**src/rtl/refdiv_pkg.sv**
```systemverilog
package refdiv_pkg;
  localparam int DATA_W = 8;
  localparam int DIV_W  = 4;
  localparam int FILT_W = 2;

  typedef struct packed {
    logic [FILT_W-1:0] filt;
    logic [DIV_W-1:0]  n;
  } cfg_t;

  localparam int   CFG_W   = $bits(cfg_t);
  localparam cfg_t CFG_RST = '{filt: '0, n: '1};
endpackage

```
**src/rtl/refdiv_cfg.sv**
```systemverilog
module refdiv_cfg
  import refdiv_pkg::*;
#(
  parameter int              ADDR_W   = 4,
  parameter logic [ADDR_W-1:0] REG_ADDR = ADDR_W'(5)
) (
  input  logic              clk_i,
  input  logic              rst_ni,
  input  logic [ADDR_W-1:0] addr_i,
  input  logic              we_i,
  input  logic [DATA_W-1:0] wdata_i,
  input  logic              prot_i,
  input  logic              pll_sel_i,
  output cfg_t              cfg_o,
  output logic              wr_acc_o,
  output logic [DATA_W-1:0] rdata_o
);
  logic hit;
  cfg_t cfg_q;
  logic unused_wdata;

  assign hit          = (addr_i == REG_ADDR);
  assign wr_acc_o     = we_i & hit & ~prot_i & pll_sel_i;
  assign unused_wdata = ^wdata_i[DATA_W-1:CFG_W];

  always_ff @(posedge clk_i or negedge rst_ni) begin
    if (!rst_ni)       cfg_q <= CFG_RST;
    else if (wr_acc_o) cfg_q <= cfg_t'(wdata_i[CFG_W-1:0]);
  end

  assign cfg_o   = cfg_q;
  assign rdata_o = hit ? DATA_W'(cfg_q) : '0;
endmodule

```
**src/rtl/refdiv_status.sv**
```systemverilog
module refdiv_status #(
  parameter int NUM = 2
) (
  input  logic           clk_i,
  input  logic           rst_ni,
  input  logic           clr_i,
  input  logic [NUM-1:0] set_i,
  output logic [NUM-1:0] flag_o
);
  for (genvar g = 0; g < NUM; g++) begin : g_flag
    always_ff @(posedge clk_i or negedge rst_ni) begin
      if (!rst_ni)       flag_o[g] <= 1'b0;
      else if (clr_i)    flag_o[g] <= 1'b0;  // clear beats set
      else if (set_i[g]) flag_o[g] <= 1'b1;
    end
  end
endmodule

```
**src/rtl/refdiv_divider.sv**
```systemverilog
module refdiv_divider #(
  parameter int DIV_W = 4
) (
  input  logic             clk_i,
  input  logic             rst_ni,
  input  logic [DIV_W-1:0] n_i,
  output logic             div_o,
  output logic [DIV_W-1:0] act_n_o,
  output logic             wrap_o
);
  localparam logic [DIV_W-1:0] HALF_RST = DIV_W'(1) << (DIV_W - 1);

  logic [DIV_W-1:0] cnt_q, last_q, half_q;
  logic [DIV_W-1:0] cnt_nxt, last_nxt, half_nxt;
  logic [DIV_W:0]   p_len;
  logic             out_q;

  assign wrap_o = (cnt_q == last_q);
  assign p_len  = {1'b0, n_i} + 1'b1;

  always_comb begin
    if (wrap_o) begin
      // period boundary: take up the programmed ratio
      cnt_nxt  = '0;
      last_nxt = n_i;
      half_nxt = p_len[DIV_W:1];
    end else begin
      cnt_nxt  = cnt_q + 1'b1;
      last_nxt = last_q;
      half_nxt = half_q;
    end
  end

  always_ff @(posedge clk_i or negedge rst_ni) begin
    if (!rst_ni) begin
      cnt_q  <= '0;
      last_q <= '1;
      half_q <= HALF_RST;
      out_q  <= 1'b1;
    end else begin
      cnt_q  <= cnt_nxt;
      last_q <= last_nxt;
      half_q <= half_nxt;
      out_q  <= (cnt_nxt < half_nxt);
    end
  end

  assign div_o   = out_q;
  assign act_n_o = last_q;
endmodule

```
**src/rtl/refdiv_top.sv**
```systemverilog
module refdiv_top
  import refdiv_pkg::*;
#(
  parameter int              ADDR_W   = 4,
  parameter logic [ADDR_W-1:0] REG_ADDR = ADDR_W'(5)
) (
  input  logic              clk_i,
  input  logic              rst_ni,
  input  logic              irc_clk_i,
  input  logic              osc_en_i,
  input  logic              prot_i,
  input  logic              pll_sel_i,
  input  logic [ADDR_W-1:0] addr_i,
  input  logic              we_i,
  input  logic [7:0]        wdata_i,
  output logic [7:0]        rdata_o,
  input  logic              lock_set_i,
  input  logic              osc_rdy_set_i,
  output logic              lock_o,
  output logic              osc_rdy_o,
  output logic              ref_clk_o,
  output logic [1:0]        filt_rng_o
);
  cfg_t             cfg_q;
  logic             wr_acc;
  logic [1:0]       flags;
  logic             div_clk;
  logic [DIV_W-1:0] act_n;
  logic             div_wrap;
  logic             osc_ref;

  refdiv_cfg #(.ADDR_W(ADDR_W), .REG_ADDR(REG_ADDR)) i_cfg (
    .clk_i    (clk_i),
    .rst_ni   (rst_ni),
    .addr_i   (addr_i),
    .we_i     (we_i),
    .wdata_i  (wdata_i),
    .prot_i   (prot_i),
    .pll_sel_i(pll_sel_i),
    .cfg_o    (cfg_q),
    .wr_acc_o (wr_acc),
    .rdata_o  (rdata_o)
  );

  refdiv_status #(.NUM(2)) i_status (
    .clk_i (clk_i),
    .rst_ni(rst_ni),
    .clr_i (wr_acc),
    .set_i ({osc_rdy_set_i, lock_set_i}),
    .flag_o(flags)
  );

  refdiv_divider #(.DIV_W(DIV_W)) i_div (
    .clk_i  (clk_i),
    .rst_ni (rst_ni),
    .n_i    (cfg_q.n),
    .div_o  (div_clk),
    .act_n_o(act_n),
    .wrap_o (div_wrap)
  );

  assign lock_o     = flags[0];
  assign osc_rdy_o  = flags[1];
  // unity ratio bypasses the counter
  assign osc_ref    = (act_n == '0) ? clk_i : div_clk;
  assign ref_clk_o  = osc_en_i ? osc_ref : irc_clk_i;
  assign filt_rng_o = osc_en_i ? cfg_q.filt : '0;
endmodule

```
**config.mk**
```make
export PLATFORM = sky130hd
export DESIGN_NAME = refdiv_top
export DESIGN_NICKNAME = d
export VERILOG_FILES = /design/src/rtl/refdiv_pkg.sv /design/src/rtl/refdiv_cfg.sv /design/src/rtl/refdiv_status.sv /design/src/rtl/refdiv_divider.sv /design/src/rtl/refdiv_top.sv
export SDC_FILE = /design/constraint.sdc
export NUM_CORES = 1
export LEC_CHECK = 0
export BUFFER_PORTS_ARGS = -buffer_cell sky130_fd_sc_hd__buf_2
export CAP_MARGIN = 20
export CORE_MARGIN = 5
export CORE_UTILIZATION = 49
export CTS_CLUSTER_SIZE = 28
export DETAILED_ROUTE_END_ITERATION = 8
export GPL_TIMING_DRIVEN = 1
export PLACE_DENSITY = 0.77
export SLEW_MARGIN = 10
export SYNTH_ARGS = -nofsm -noshare
export SYNTH_HDL_FRONTEND = slang
export SYNTH_SLANG_ARGS = --single-unit
```
**constraint.sdc**
```tcl
create_clock -name clk_i -period 2.7 [get_ports clk_i]
set_input_delay 0.54 -clock clk_i [delete_from_list [all_inputs] [get_ports clk_i]]
set_output_delay 0.54 -clock clk_i [all_outputs]
set_load 0.05 [all_outputs]
```
==> run summary <==
WORST SETUP PATH
--------------------------------------------------------------------------------------------------
Library cell contributing the largest single delay on the critical path ............. sky130_fd_sc_hd__buf_2
RR Startpoint ....................................................................... i_div.act_n_o[3]$_DFFE_PN1N_
CP Launch Point .....................................................................        clk_i
Worst setup SP type .................................................................   clock port
Count of cell instances traversed by the critical path ..............................            5
Number of cells on the worst reg-to-reg path ........................................            8
Crit path capture type ..............................................................  output port
Worst path buffer plus inverter count ...............................................            3
CP top delay family ................................................................. buffers and inverters
Biggest fanout along the worst timing path ..........................................            2
Most repeated library cell on the critical path ..................................... sky130_fd_sc_hd__clkbuf_4
Setup crit end ......................................................................    ref_clk_o
Reg2Reg Setup Slack .................................................................      0.40 ns
Data required time at the worst endpoint ............................................      2.16 ns
Biggest cell delay along the critical path ..........................................      0.21 ns
Arrival time of the worst setup path ................................................      2.02 ns
Path type of the worst setup path ...................................................      clk2out
Endpoint of the most critical register-to-register path ............................. i_div.div_o$_DFF_PN1_
Worst-path cell chain ............................................................... clkbuf_4, clkbuf_4, mux2i_1, a21oi_1, buf_2

CLOCKING
--------------------------------------------------------------------------------------------------
Clock tree from TritonCTS ...........................................................        built
Clock transition time at the flip-flop clock pins of the worst setup and hold paths .      0.11 ns
Number of gates given a new drive strength after cts ................................            0
Insertion delay of the later-clocked pin in the worst-skew pair .....................      0.43 ns
Number of setup buffers added after CTS .............................................            0
Number of hold buffers added after CTS ..............................................            0

LOGIC SYNTHESIS
--------------------------------------------------------------------------------------------------
Share of synthesized flip-flops with an asynchronous set or reset ...................         100%
Top post-synthesis cells by area .................................................... sky130_fd_sc_hd__dfrtp_1, sky130_fd_sc_hd__dfstp_2, sky130_fd_sc_hd__mux2_2, sky130_fd_sc_hd__ha_1, sky130_fd_sc_hd__xor2_1
Number of flops mapped to enable cells by yosys .....................................            0
Unique cell type count in the Yosys netlist .........................................           24
Top cell type by total area after synthesis ......................................... sky130_fd_sc_hd__dfrtp_1
Proportion of netlist area held by the largest area contributor .....................        25.5%
Post-Syn Area .......................................................................  0.00108 mm2
Commonest register cell after synthesis ............................................. sky130_fd_sc_hd__dfrtp_1
Sequential element share of the synthesized area ....................................        49.8%
Yosys warning count .................................................................            0
Number of instances in the synthesized netlist ......................................           89
Post-Synthesis Mean Instance Area ...................................................     12.1 um2
Most instantiated cells after synthesis ............................................. sky130_fd_sc_hd__mux2_2, sky130_fd_sc_hd__dfrtp_1, sky130_fd_sc_hd__dfstp_2
Flip-flop and latch count after synthesis ...........................................           21
Most frequent cell after synthesis .................................................. sky130_fd_sc_hd__mux2_2

STA
--------------------------------------------------------------------------------------------------
Finish-stage setup viols ............................................................            0
Slew Viols, Final ...................................................................            0
Setup TNS ...........................................................................         0 ns
Hold violation count in the final report ............................................            0
Setup repair after global routing missed its margin .................................           no
Final setup skew ....................................................................   0.00798 ns
Setup slack after layout ............................................................     0.143 ns

GLOBAL ROUTE
--------------------------------------------------------------------------------------------------
Largest net degree at the start of global routing ...................................           22
Antenna violations before repair ....................................................            0
Final global-route overflow total ...................................................            0
Number of global-route vias before repair ...........................................          818
First-pass GRT wire length ..........................................................      3.48 mm
GRT Total Usage .....................................................................        14.8%

FLOORPLAN
--------------------------------------------------------------------------------------------------
I/O pins ............................................................................           34
Chip width ..........................................................................      56.9 um
Starting density of the core ........................................................        50.3%
Die footprint .......................................................................  0.00324 mm2
Core region area ....................................................................  0.00215 mm2
Count of standard-cell rows .........................................................           17
Y dimension of the die ..............................................................      56.9 um

ROUTING
--------------------------------------------------------------------------------------------------
Wire per inst .......................................................................      13.4 um
Final antenna-violating net count ...................................................            0
Post-detailed-route via-to-cell ratio ...............................................         4.95
Number of design rule violations left after detail routing ..........................            0
Final wirelength ....................................................................      2.03 mm
Vias ................................................................................          748
Drt first pass iters ................................................................            2
First-iteration detailed-routing DRC count ..........................................           10

FINAL LAYOUT
--------------------------------------------------------------------------------------------------
Final std cell area, no fill ........................................................  0.00129 mm2
Filler instances ....................................................................          189
Share of cells above drive strength 1 ...............................................        50.4%
N_diodes ............................................................................            0
Area growth, synth to finish ........................................................        19.4%
Nets ................................................................................          150

PLACED DESIGN
--------------------------------------------------------------------------------------------------
Buffers added on ports ..............................................................           29
Worst slack at placement ............................................................     0.417 ns
Placed inst area ....................................................................  0.00124 mm2
Final estimated routing congestion in global placement ..............................        0.726
HPWL after DPL ......................................................................      1.60 mm

PWR
--------------------------------------------------------------------------------------------------
Leakage .............................................................................     0.644 nW
Highest ir drop seen on vdd .........................................................     0.513 mV
Power consumption ...................................................................      1.27 mW
P per Cell Area .....................................................................   983 mW/mm2

FLOW RUN
--------------------------------------------------------------------------------------------------
Max Cap Violations ..................................................................            0

STATUS
--------------------------------------------------------------------------------------------------
Result of the run ................................................................... finished clean

MIN PATH
--------------------------------------------------------------------------------------------------
Kind of path behind the tightest hold check .........................................     in2async

## cell type report
cell class / instances / area, um2 / area share, %
Timing Repair Buffer: 29 / 148 / 11.5
Sequential cell: 21 / 538 / 41.7
Multi-Input combinational cell: 62 / 503 / 39.0
Tap cell: 28 / 35.0 / 2.72
Inverter: 3 / 11.3 / 0.874
Clock buffer: 8 / 53.8 / 4.17
## stage by stage
stage | instances | hold slack, ns | util [%]
4_1_cts | 151 | 0.0383 | 60.0
6_report | 151 | 0.0350 | 60.0
3_3_place_gp | 144 | 0.473 | 57.7
5_1_grt | 151 | 0.0438 | 60.0
3_5_place_dp | 144 | 0.486 | 57.7
2_1_floorplan | 90 | 0.244 | -
## report_power, final
part / internal, mW / switching (mW)
Combinational: 0.242 / 0.263
Sequential: 0.424 / 0.0684
Clock: 0.123 / 0.146
## flip-flops by register name (all words and copies together), names as in the netlist
register	cells
i_div.half_q	4
i_div.div_o	1
i_cfg.cfg_o	6
i_div.act_n_o	4
i_status.flag_o	2
i_div.cnt_q	4
## logic make-up after synthesis
group,after synthesis,share of synthesized area [%]
multiplexers,15,15.4
AO/OA/AOI/OAI,4,1.85
flip-flops,21,49.8
XOR/XNOR,8,6.49
AND/OR/NAND/NOR,28,16.3
adder cells (fa/ha/maj),5,5.79
other,1,0.347
buffers and inverters,7,3.94
## routing by layer
metal | vias up | part of all wire (%) | wire [um] | GRT usage, %
met5 | - | 0 | 0 | 0
met4 | 0 | 4.1 | 83 | 14.9
met3 | 7 | 4.1 | 83 | 5.66
met2 | 16 | 52 | 1060 | 24.0
met1 | 358 | 39 | 800 | 13.9
li1 | 367 | - | - | -
## placed cells by master (no fill, tap or decap)
master                     Yosys  routed
sky130_fd_sc_hd__xor2_1        6       6
sky130_fd_sc_hd__nand3b_1      1       1
sky130_fd_sc_hd__nand2_1       1       1
sky130_fd_sc_hd__ha_1          5       5
sky130_fd_sc_hd__buf_2         1      29
sky130_fd_sc_hd__and4b_1       1       1
sky130_fd_sc_hd__and2b_2       1       1
sky130_fd_sc_hd__nor2_1        8       8
sky130_fd_sc_hd__xnor2_1       2       2
sky130_fd_sc_hd__inv_1         3       3
sky130_fd_sc_hd__nand3_1       4       4
sky130_fd_sc_hd__and3_1        1       1
sky130_fd_sc_hd__nor4_4        1       1
sky130_fd_sc_hd__a21oi_1       4       4
sky130_fd_sc_hd__nor4_1        1       1
sky130_fd_sc_hd__clkbuf_1      0       1
sky130_fd_sc_hd__and2_1        8       8
sky130_fd_sc_hd__and4bb_2      1       1
sky130_fd_sc_hd__dfrtp_1      11      11
sky130_fd_sc_hd__mux2i_1       2       2
sky130_fd_sc_hd__clkbuf_4      0       6
sky130_fd_sc_hd__mux2_2       13      13
sky130_fd_sc_hd__buf_4         2       1
sky130_fd_sc_hd__conb_1        1       2
sky130_fd_sc_hd__dfstp_2      10      10
## worst min path at each step
stage | cells after the start | slack [ns] | startpoint | to
after floorplan | 0 | 0.24 | rst_ni | i_cfg.cfg_o[4]$_DFFE_PN0P_
after global placement | 2 | 0.47 | i_status.flag_o[0]$_DFFE_PN0P_ | i_status.flag_o[0]$_DFFE_PN0P_
after detailed placement | 2 | 0.49 | i_status.flag_o[1]$_DFFE_PN0P_ | i_status.flag_o[1]$_DFFE_PN0P_
after CTS | 1 | 0.04 | rst_ni | i_div.cnt_q[1]$_DFF_PN0_
after global routing | 1 | 0.04 | rst_ni | i_div.cnt_q[3]$_DFF_PN0_
final | 1 | 0.03 | rst_ni | i_div.cnt_q[1]$_DFF_PN0_
(Power assumes the default switching activity.)
